### src/rtl/dac_if_pkg.sv
package dac_if_pkg;

  typedef enum logic [1:0] {
    ADDR_NONE = 2'b00,
    ADDR_CH_A = 2'b01,
    ADDR_CH_B = 2'b10,
    ADDR_BOTH = 2'b11
  } dac_addr_e;

  localparam int ADDR_W = 2;
  localparam int NUM_CH = 2;

  // bit positions in the synchronized pin bus
  localparam int SYN_SCLK = 0;
  localparam int SYN_CS   = 1;
  localparam int SYN_SDI  = 2;
  localparam int SYN_LDN  = 3;
  localparam int SYN_CLR  = 4;
  localparam int SYN_MID  = 5;
  localparam int SYN_W    = 6;

  // select and clear idle high, everything else low
  localparam logic [SYN_W-1:0] SYN_RST = 6'b010010;

endpackage

### src/rtl/pin_sync.sv
module pin_sync #(
  parameter int           W      = 6,
  parameter int           STAGES = 2,
  parameter logic [W-1:0] RST    = '0
) (
  input  logic         clk_i,
  input  logic         rst_ni,
  input  logic [W-1:0] d_i,
  output logic [W-1:0] level_o,
  output logic [W-1:0] rise_o
);

  logic [W-1:0] pipe_q [STAGES];
  logic [W-1:0] prev_q;

  always_ff @(posedge clk_i or negedge rst_ni) begin
    if (!rst_ni) begin
      for (int k = 0; k < STAGES; k++) pipe_q[k] <= RST;
      prev_q <= RST;
    end else begin
      pipe_q[0] <= d_i;
      for (int k = 1; k < STAGES; k++) pipe_q[k] <= pipe_q[k-1];
      prev_q <= pipe_q[STAGES-1];
    end
  end

  assign level_o = pipe_q[STAGES-1];
  assign rise_o  = pipe_q[STAGES-1] & ~prev_q;

  // a detected edge lasts one cycle
  p_rise_single_r2: assert property (@(posedge clk_i) disable iff (!rst_ni)
    |rise_o |=> ((rise_o & $past(rise_o)) == '0));

endmodule

### src/rtl/shift_win.sv
module shift_win #(
  parameter int W = 18
) (
  input  logic         clk_i,
  input  logic         rst_ni,
  input  logic         en_i,
  input  logic         bit_i,
  output logic [W-1:0] win_o
);

  logic [W-1:0] win_q;

  always_ff @(posedge clk_i or negedge rst_ni) begin
    if (!rst_ni)   win_q <= '0;
    else if (en_i) win_q <= {win_q[W-2:0], bit_i};
  end

  assign win_o = win_q;

  p_hold_idle_r5: assert property (@(posedge clk_i) disable iff (!rst_ni)
    !en_i |=> $stable(win_q));

  p_lsb_entry_r4: assert property (@(posedge clk_i) disable iff (!rst_ni)
    en_i |=> (win_q[0] == $past(bit_i)) && (win_q[W-1:1] == $past(win_q[W-2:0])));

endmodule

### src/rtl/chan_regs.sv
module chan_regs #(
  parameter int DATA_W = 16
) (
  input  logic              clk_i,
  input  logic              rst_ni,
  input  logic              clr_i,
  input  logic [DATA_W-1:0] preset_i,
  input  logic              wr_en_i,
  input  logic [DATA_W-1:0] data_i,
  input  logic              hold_i,
  output logic [DATA_W-1:0] out_o,
  output logic              wr_o
);

  logic [DATA_W-1:0] in_q, out_q;
  logic              wr_q;

  always_ff @(posedge clk_i or negedge rst_ni) begin
    if (!rst_ni) begin
      in_q  <= '0;
      out_q <= '0;
      wr_q  <= 1'b0;
    end else begin
      wr_q <= wr_en_i & ~clr_i;
      if (clr_i) begin
        in_q  <= preset_i;
        out_q <= preset_i;
      end else begin
        if (wr_en_i) in_q <= data_i;
        if (!hold_i) out_q <= in_q;
      end
    end
  end

  assign out_o = out_q;
  assign wr_o  = wr_q;

  p_clear_in_r8: assert property (@(posedge clk_i) disable iff (!rst_ni)
    clr_i |=> (in_q == $past(preset_i)) && (out_q == $past(preset_i)));

  p_clear_wins_r9: assert property (@(posedge clk_i) disable iff (!rst_ni)
    clr_i |=> !wr_o);

  p_hold_r7: assert property (@(posedge clk_i) disable iff (!rst_ni)
    (hold_i && !clr_i) |=> $stable(out_q));

  p_follow_r7: assert property (@(posedge clk_i) disable iff (!rst_ni)
    (!hold_i && !clr_i) |=> (out_q == $past(in_q)));

  p_strobe_write_r6: assert property (@(posedge clk_i) disable iff (!rst_ni)
    wr_o |-> (in_q == $past(data_i)));

endmodule

### src/rtl/dual_dac_loader.sv
module dual_dac_loader
  import dac_if_pkg::*;
#(
  parameter int DATA_W      = 16,
  parameter int SYNC_STAGES = 2
) (
  input  logic              clk_i,
  input  logic              rst_ni,
  input  logic              sclk_i,
  input  logic              cs_ni,
  input  logic              sdi_i,
  input  logic              ldn_i,
  input  logic              clr_ni,
  input  logic              mid_i,
  output logic [DATA_W-1:0] out_a_o,
  output logic [DATA_W-1:0] out_b_o,
  output logic              wr_a_o,
  output logic              wr_b_o
);

  localparam int WORD_W = ADDR_W + DATA_W;

  logic [SYN_W-1:0]  pin_bus, pin_lvl, pin_rise;
  logic              shift_en, load_en, clr_s;
  logic [WORD_W-1:0] win;
  dac_addr_e         addr;
  logic [NUM_CH-1:0] sel;
  logic [DATA_W-1:0] preset;
  logic [DATA_W-1:0] ch_out [NUM_CH];
  logic [NUM_CH-1:0] ch_wr;

  always_comb begin
    pin_bus           = '0;
    pin_bus[SYN_SCLK] = sclk_i;
    pin_bus[SYN_CS]   = cs_ni;
    pin_bus[SYN_SDI]  = sdi_i;
    pin_bus[SYN_LDN]  = ldn_i;
    pin_bus[SYN_CLR]  = clr_ni;
    pin_bus[SYN_MID]  = mid_i;
  end

  pin_sync #(.W(SYN_W), .STAGES(SYNC_STAGES), .RST(SYN_RST)) u_sync (
    .clk_i   (clk_i),
    .rst_ni  (rst_ni),
    .d_i     (pin_bus),
    .level_o (pin_lvl),
    .rise_o  (pin_rise)
  );

  assign shift_en = pin_rise[SYN_SCLK] & ~pin_lvl[SYN_CS];
  assign load_en  = pin_rise[SYN_CS];
  assign clr_s    = ~pin_lvl[SYN_CLR];
  assign preset   = pin_lvl[SYN_MID] ? {1'b1, {(DATA_W-1){1'b0}}} : '0;

  shift_win #(.W(WORD_W)) u_win (
    .clk_i  (clk_i),
    .rst_ni (rst_ni),
    .en_i   (shift_en),
    .bit_i  (pin_lvl[SYN_SDI]),
    .win_o  (win)
  );

  assign addr = dac_addr_e'(win[WORD_W-1 -: ADDR_W]);

  always_comb begin
    unique case (addr)
      ADDR_CH_A: sel = 2'b01;
      ADDR_CH_B: sel = 2'b10;
      ADDR_BOTH: sel = 2'b11;
      default:   sel = 2'b00;
    endcase
  end

  for (genvar c = 0; c < NUM_CH; c++) begin : g_ch
    chan_regs #(.DATA_W(DATA_W)) u_regs (
      .clk_i    (clk_i),
      .rst_ni   (rst_ni),
      .clr_i    (clr_s),
      .preset_i (preset),
      .wr_en_i  (load_en & sel[c]),
      .data_i   (win[DATA_W-1:0]),
      .hold_i   (pin_lvl[SYN_LDN]),
      .out_o    (ch_out[c]),
      .wr_o     (ch_wr[c])
    );
  end

  assign out_a_o = ch_out[0];
  assign out_b_o = ch_out[1];
  assign wr_a_o  = ch_wr[0];
  assign wr_b_o  = ch_wr[1];

  p_none_r3: assert property (@(posedge clk_i) disable iff (!rst_ni)
    (load_en && addr == ADDR_NONE) |=> !wr_a_o && !wr_b_o);

  p_both_r3: assert property (@(posedge clk_i) disable iff (!rst_ni)
    (load_en && addr == ADDR_BOTH && !clr_s) |=> wr_a_o && wr_b_o);

  p_strobe_a_r6: assert property (@(posedge clk_i) disable iff (!rst_ni)
    wr_a_o |=> !wr_a_o);

  p_strobe_b_r6: assert property (@(posedge clk_i) disable iff (!rst_ni)
    wr_b_o |=> !wr_b_o);

endmodule

### config.mk
export PLATFORM = sky130hd
export DESIGN_NAME = dual_dac_loader
export DESIGN_NICKNAME = d
export VERILOG_FILES = /design/src/rtl/dac_if_pkg.sv /design/src/rtl/pin_sync.sv /design/src/rtl/shift_win.sv /design/src/rtl/chan_regs.sv /design/src/rtl/dual_dac_loader.sv
export SDC_FILE = /design/constraint.sdc
export NUM_CORES = 1
export LEC_CHECK = 0
export BUFFER_PORTS_ARGS = -buffer_cell sky130_fd_sc_hd__clkbuf_2
export CORE_ASPECT_RATIO = 0.7
export CORE_MARGIN = 2
export CORE_UTILIZATION = 45
export CTS_BUF_LIST = sky130_fd_sc_hd__clkbuf_8
export DETAILED_ROUTE_END_ITERATION = 10
export PLACE_DENSITY = 0.69
export REMOVE_ABC_BUFFERS = 1
export SETUP_SLACK_MARGIN = 0.1
export SYNTH_ARGS = -nofsm -noshare
export SYNTH_HDL_FRONTEND = slang
export SYNTH_HIERARCHICAL = 1
export SYNTH_SLANG_ARGS = --single-unit
### constraint.sdc
create_clock -name clk_i -period 2.24 [get_ports clk_i]
set_input_delay 0.56 -clock clk_i [delete_from_list [all_inputs] [get_ports clk_i]]
set_output_delay 0.56 -clock clk_i [all_outputs]
set_load 0.1 [all_outputs]
* Yosys cells after proc, flatten, opt, wreduce, memory -nomap -nowiden
Index checks and enable logic that the tools add are counted.
Word-level totals: word-level logic and storage cells 34, input bits 8, output and inout port bits 34, flip-flop bits (word level) 98
Operators by class: mux-type cells 10, bitwise gates (word level) 8, equality and inequality tests 6
Operators by type and width (count):
- 2-to-1 mux 16 bit | 9
- case mux 2 bit (3 select lines) | 1
- AND 1 bit | 5
- equality test 2 bit, second input constant | 2
- != test 2 x 1 -> 1 bit, second input constant | 2
- AND 2 bit | 1
- equality test 2 x 1 -> 1 bit, second input constant | 1
- != test 2 bit, second input constant | 1
- inverter 2 bit | 1
- inverter 1 bit | 1

* Longest topological paths before layout
Gate-level depths: netlist (run 1).
word-level depth 5, depth in mapped cells 6, depth with buffers taken out 4

* Modules after synthesis
Netlist (run 1), hierarchy kept.
By module, submodules not included:
- chan_regs | area each 1705.4 sq um, cells an instance 106, instances 2, sequential area each 825.8 sq um
- shift_win | area each 721.9 sq um, cells an instance 38, instances 1, sequential area each 450.4 sq um
- pin_sync | area each 585.6 sq um, cells an instance 30, instances 1, sequential area each 457.9 sq um
- dual_dac_loader | area each 33.8 sq um, cells an instance 5, instances 1, sequential area each 0.0 sq um

* Worst setup path before layout (run 1)
Ideal clock, no wire load.
path type register -> register, start register u_sync.pipe_q, in the netlist u_sync/level_o[1], end register g_ch[0].u_regs.in_q[0], setup slack 0.547 ns, library setup time 0.125 ns, buffers on the path 2, arrival time 1.568 ns, period minus slack after synthesis 1.693 ns, required time 2.115 ns, cell stages (with the launch flop) 7, cell sequence dfstp_2 nor2b_4 and2_1 buf_6 buf_12 mux2_4 mux2_2
On the way: longest elaborated chain between the ends 3
Ends and longest elaborated chain:
- start, declared | line pin_sync.sv:13 | logic [W-1:0] pipe_q [STAGES];
- AND 2 bit | line pin_sync.sv:28 | assign rise_o = pipe_q[STAGES-1] & ~prev_q;
- net pin_rise[1] | line dual_dac_loader.sv:23 | logic [SYN_W-1:0] pin_bus, pin_lvl, pin_rise;
- AND 1 bit | line dual_dac_loader.sv:80 | .wr_en_i (load_en & sel[c]),
- != test 2 x 1 -> 1 bit (no source line)
- end signal, assigned | line chan_regs.sv:26 | in_q <= preset_i;
- end signal, assigned | line chan_regs.sv:29 | if (wr_en_i) in_q <= data_i;
- end, declared | line chan_regs.sv:15 | logic [DATA_W-1:0] in_q, out_q;
The timed path passes the listed nets, and every way through them passes these cells. A chain may end at the register's enable or synchronous reset.

* Worst setup path in the final report (run 1)
start register u_sync.pipe_q, in the netlist u_sync/level_o[1], end register g_ch[1].u_regs.in_q[8]
On the way: longest elaborated chain between the ends 3
Ends and longest elaborated chain (line):
- AND 2 bit | pin_sync.sv:28
- net pin_rise[1] | dual_dac_loader.sv:23
- AND 1 bit | dual_dac_loader.sv:80
- != test 2 x 1 -> 1 bit (no source line)
- end signal, assigned | chan_regs.sv:26
- end signal, assigned | chan_regs.sv:29
- end, declared | chan_regs.sv:15
The timed path passes the listed nets, and every way through them passes these cells.

==> metrics, run 1 <==
pin count of the biggest net entering global routing=58; die width=125 µm; post-CTS setup buffer count=0; CP Max Fanout=12; grt total ovfl=0; post-cts resize count=0; Data required, critical path=2.50 ns; outcome=finished clean; Final Skew=0.00965 ns; TritonCTS buffer count=9; Ys Warns=6; first-pass GRT wire length=13,000 µm; layout cells sized above 1=58.9%; port buffer count=41; Post-Route WL=7450 µm; clk slew on worst S/H paths=0.09 ns; critical path's largest stage delay=0.57 ns; n_diodes=0; CTS tree=done; worst-skew pair later-pin latency=0.37 ns; Max Transition Viols Final=0; CP cell instances=nor2b_4 > and2_1 > buf_4 > mux2_2 > mux2_2; H-Tree Depth=3; slew margin rel.=63.9%; crit path launch type=flip-flop; initial antenna violation count=0; Fin. Hold Viols=0; Pre-Repair DR Iteration Count=4; cells after synthesis=276; CTS root buf=clkbuf_8; final RePlAce weighted congestion=0.700; Post-CTS Hold Buffers=0; Setup violations, final=0; hold crit path type=in -> async; Most Frequent Cell on Critical Path=mux2_2; Crit. End Element=flip-flop; Final period util=81.8%; Fin Setup TNS=0 ns; initial drt markers=81; Routed Antenna Nets=0; PwrDens=818 nW/µm²; # nets final=385; Post-Syn Area=4590 µm²; Crit-path slowest cell=dfstp_2; area growth from synthesis to layout=14.5%; sum of buffers and inverters on the critical path=1; Max VDD drop=0.396 mV; drt drc=0; TritonCTS Sinks=98; Vias=2,350; vias in the first global route=2,466; row count=30; Layout Utilization=53.6%; Die ar.=11,000 µm²; unrepaired setup endpoints after global routing=no; Leak Pwr=2.48 nW; Detailed Place HPWL=5000 µm; Chip Height=88.5 µm; crit path kind=reg -> reg; DR vias/cell=4.61; syn_area_per_cell=16.6 µm²; Least-Margin Pin Slew=0.543 ns; io pins=42; Core Region=9800 µm²; CTS max path bufs=2; starting density of the core=46.8%; Final Critical Period=1.83 ns; maxcap violations=0; Tot GR Track Use=15.2%; Top Family by Delay on Critical Path=multiplexers; Worst Path Arrival=2.09 ns; max frequency=546 MHz; Avg WL per Cell=14.6 µm
-- worst paths after layout --
path,from,endpoint,slack [ns],depth (start not counted)
max,u_sync/level_o[1]$_DFF_PN1_,g_ch[1].u_regs/in_q[8]$_DFFE_PN0P_,0.41,5
max in group asynchronous,rst_ni,u_sync/level_o[4]$_DFF_PN1_,1.58,2
min,rst_ni,u_sync/prev_q[0]$_DFF_PN0_,0.09,1
max reg2reg,u_sync/level_o[1]$_DFF_PN1_,g_ch[1].u_regs/in_q[8]$_DFFE_PN0P_,0.41,5
min in group clk_i,cs_ni,u_sync/pipe_q[7]$_DFF_PN1_,0.26,1
min reg2reg,u_sync/pipe_q[8]$_DFF_PN0_,u_sync/level_o[2]$_DFF_PN0_,0.35,0
-- metrics by stage --
stage	hold slack, ns	instance area (µm²)	cells	setup WS [ns]	power (mW)
finish	0.0856	5250	510	0.407	4.29
global route	0.0817	5250	510	0.353	4.52
CTS	0.0701	5250	510	0.415	4.36
detailed placement	0.335	5070	494	0.416	3.29
global placement	0.335	5070	494	0.471	3.26
floorplan	0.264	4580	312	0.0887	3.05
-- final cells by class --
type | instances | area, µm²
clock buffer | 11 | 151
sequential | 98 | 2460
timing repair buffer | 54 | 330
inverter | 1 | 3.75
clock inverter | 5 | 30.0
multi-input combinational | 213 | 2120
fill | 851 | 4550
tap | 128 | 160
-- metal layers --
layer / track usage (%) / up-vias / part of all wire (%)
li1: - / 1105 / -
met1: 20.6 / 1200 / 50
met2: 23.2 / 35 / 45
met3: 5.02 / 10 / 4.1
met4: 5.21 / 0 / 1.2
met5: 0 / - / 0
-- state kept, by name, indices dropped and copies added, names as in the netlist --
name,count
g_ch.u_regs/wr_o,2
u_sync/pipe_q,6
u_win/win_o,18
g_ch.u_regs/in_q,32
u_sync/level_o,6
u_sync/prev_q,2
g_ch.u_regs/out_o,32
-- cells in the final DEF, fill, tap and decap left out, types with 2 or more instances in the layout --
master / count
conb_1: 60
nor2b_4: 3
clkinv_2: 2
mux2_2: 98
buf_12: 2
clkbuf_2: 40
mux2_4: 48
clkbuf_8: 11
buf_4: 12
dfrtp_1: 92
nor2b_1: 2
dfstp_2: 5
and2_1: 2
-- power breakdown --
part | switching (mW) | total (mW) | internal, mW
sequential | 0.159 | 2.14 | 1.98
combinational | 0.708 | 1.11 | 0.398
clock | 0.592 | 1.05 | 0.459
Note: power is estimated with default switching activity, not from simulation.
==> run 2, diff against run 1 <==
Clock period 2.24 ns to 1.8 ns, I/O delays scaled along.
==> run 2 against run 1 <==
Compared with the run above:
- core utilization increased by 2.3 points
- wire length grew 2.6%
- hold slack worse by 0.074 ns
- register-to-register slack got worse by 0.31 ns
==> metrics, run 2 (synthesis gave the netlist of run 1 again) <==
starting density of the core=46.8% (unchanged); drt drc=0 (unchanged); Pwr Total=5.42 mW (+26%); Data required, critical path=2.05 ns (-0.45 ns); # nets final=387 (+0.52%); CTS max path bufs=2 (unchanged); grt total ovfl=0 (unchanged); final RePlAce weighted congestion=0.745 (+6.5%); Least-Margin Pin Slew=0.549 ns (+0.00590 ns); Tot GR Track Use=14.9% (-0.23 points); PwrDens=990 nW/µm² (+21%); Top Family by Delay on Critical Path=multiplexers; Max VDD drop=0.494 mV (+25%); CP cell instances=nor2b_4 > and2_4 > buf_8 > mux2_4 > mux2_4; Post-CTS Hold Buffers=0 (unchanged); Die ar.=11,000 µm² (unchanged); pin count of the biggest net entering global routing=32 (-45%); Vias=2,330 (-0.85%); max frequency=587 MHz (+7.6%); Final Critical Period=1.70 ns (-0.129 ns); Fin. Hold Viols=0 (unchanged); Pre-Repair DR Iteration Count=4 (unchanged); outcome=finished clean; worst-skew pair later-pin latency=0.36 ns (about the same); clk slew on worst S/H paths=0.09 ns (about the same); first-pass GRT wire length=12,600 µm (-2.8%); hold crit path type=in -> async; Detailed Place HPWL=5070 µm (+1.3%); Layout Utilization=55.9% (+2.3 points); CP Max Fanout=7 (-5); TritonCTS Sinks=98 (unchanged); slew margin rel.=63.5% (-0.39 points); Max Transition Viols Final=0 (unchanged); H-Tree Depth=3 (unchanged); commonest cells after routing, fill and taps aside=92 x dfrtp_1, 85 x mux2_4, 61 x mux2_2; CTS root buf=clkbuf_8; initial antenna violation count=0 (unchanged); Final period util=94.7% (+13 points); Crit. End Element=flip-flop; critical path's largest stage delay=0.54 ns (-0.03 ns); crit path kind=reg -> reg; area growth from synthesis to layout=19.4%; io pins=42 (unchanged); row count=30 (unchanged); maxcap violations=0 (unchanged); Most Frequent Cell on Critical Path=mux2_4; Setup violations, final=0 (unchanged); layout cells sized above 1=58.3% (-0.57 points); crit path launch type=flip-flop; Post-Route WL=7650 µm (+2.6%); Avg WL per Cell=14.9 µm (+2.2%); initial drt markers=115 (+42%); Final Skew=0.00748 ns (-0.00217 ns); commonest non-fill, non-tap cell in the layout=dfrtp_1; unrepaired setup endpoints after global routing=yes; Leak Pwr=2.67 nW (+7.9%); Core Region=9800 µm² (unchanged); Crit-path slowest cell=dfstp_2; n_diodes=0 (unchanged); vias in the first global route=2,475 (+0.36%); TritonCTS buffer count=9 (unchanged); DR vias/cell=4.55 (-1.2%); Chip Height=88.5 µm (unchanged); CTS tree=done; port buffer count=41 (unchanged); Worst Path Arrival=1.95 ns (-0.14 ns); sum of buffers and inverters on the critical path=1 (unchanged); Routed Antenna Nets=0 (unchanged); die width=125 µm (unchanged)
## run 2: worst paths after layout
kind | start | depth (start not counted) | end | slack [ns]
worst max-delay path | u_sync/level_o[1]$_DFF_PN1_ | 5 | g_ch[0].u_regs/in_q[3]$_DFFE_PN0P_ | 0.1
worst min register to register | u_sync/pipe_q[8]$_DFF_PN0_ | 0 | u_sync/level_o[2]$_DFF_PN0_ | 0.36
worst min-delay path | rst_ni | 1 | u_win/win_o[11]$_DFFE_PN0P_ | 0.01
min in group clk_i | clr_ni | 1 | u_sync/pipe_q[10]$_DFF_PN1_ | 0.17
worst max register to register | u_sync/level_o[1]$_DFF_PN1_ | 5 | g_ch[0].u_regs/in_q[3]$_DFFE_PN0P_ | 0.1
max in group asynchronous | rst_ni | 2 | g_ch[1].u_regs/in_q[10]$_DFFE_PN0P_ | 1.20
## run 2: timing repair
action / 4_1_cts / 5_1_grt
endpoints found under the setup margin: 19 / 40
resized for setup: 9 / 48
gates cloned: 1 / 0
setup buffers: 0 / 0
endpoints found under the hold margin: 0 / 0
pin swaps: 1 / 1
## run 2: area by class of cell
| type | count | area [µm²] |
|---|---|---|
| clock buffer | 9 | 124 |
| multi-input combinational | 213 | 2260 |
| clock inverter | 7 | 52.6 |
| timing repair buffer | 56 | 418 |
| inverter | 1 | 3.75 |
| fill | 809 | 4320 |
| tap | 128 | 160 |
| sequential | 98 | 2460 |
## run 2: power by group
| group | switching [mW] | internal, mW | total, mW |
|---|---|---|---|
| combinational | 0.894 | 0.555 | 1.45 |
| clock | 0.697 | 0.614 | 1.31 |
| sequential | 0.199 | 2.46 | 2.66 |
## run 2: layer usage
| metal | up-vias | global-route usage, % | part of all wire (%) |
|---|---|---|---|
| li1 | 1110 | - | - |
| met2 | 39 | 22.9 | 45 |
| met4 | 0 | 3.98 | 0.78 |
| met3 | 8 | 5.56 | 4.1 |
| met5 | - | 0 | 0 |
| met1 | 1173 | 20.3 | 50 |
## run 2: through the flow
| stage | hold WS (ns) | area (µm²) | TNS (ns) | std cells | setup slack [ns] |
|---|---|---|---|---|---|
| finish | 0.0119 | 5480 | 0 | 512 | 0.0961 |
| global route | 0.00185 | 5480 | 0 | 512 | 0.0447 |
| CTS | 0.00274 | 5330 | 0 | 512 | 0.0898 |
| detailed placement | 0.339 | 5110 | 0 | 495 | 0.0601 |
| global placement | 0.333 | 5110 | 0 | 495 | 0.0775 |
| floorplan | 0.154 | 4580 | -22.60 | 312 | -0.351 |
## run 2: worst register-to-register path: cells and delay by family (launching register included)
kind                   cells  cell delay (ns)
DFF                        1             0.54
buffers and inverters      1             0.15
muxes                      2             0.57
and+or+nand+nor            2             0.33
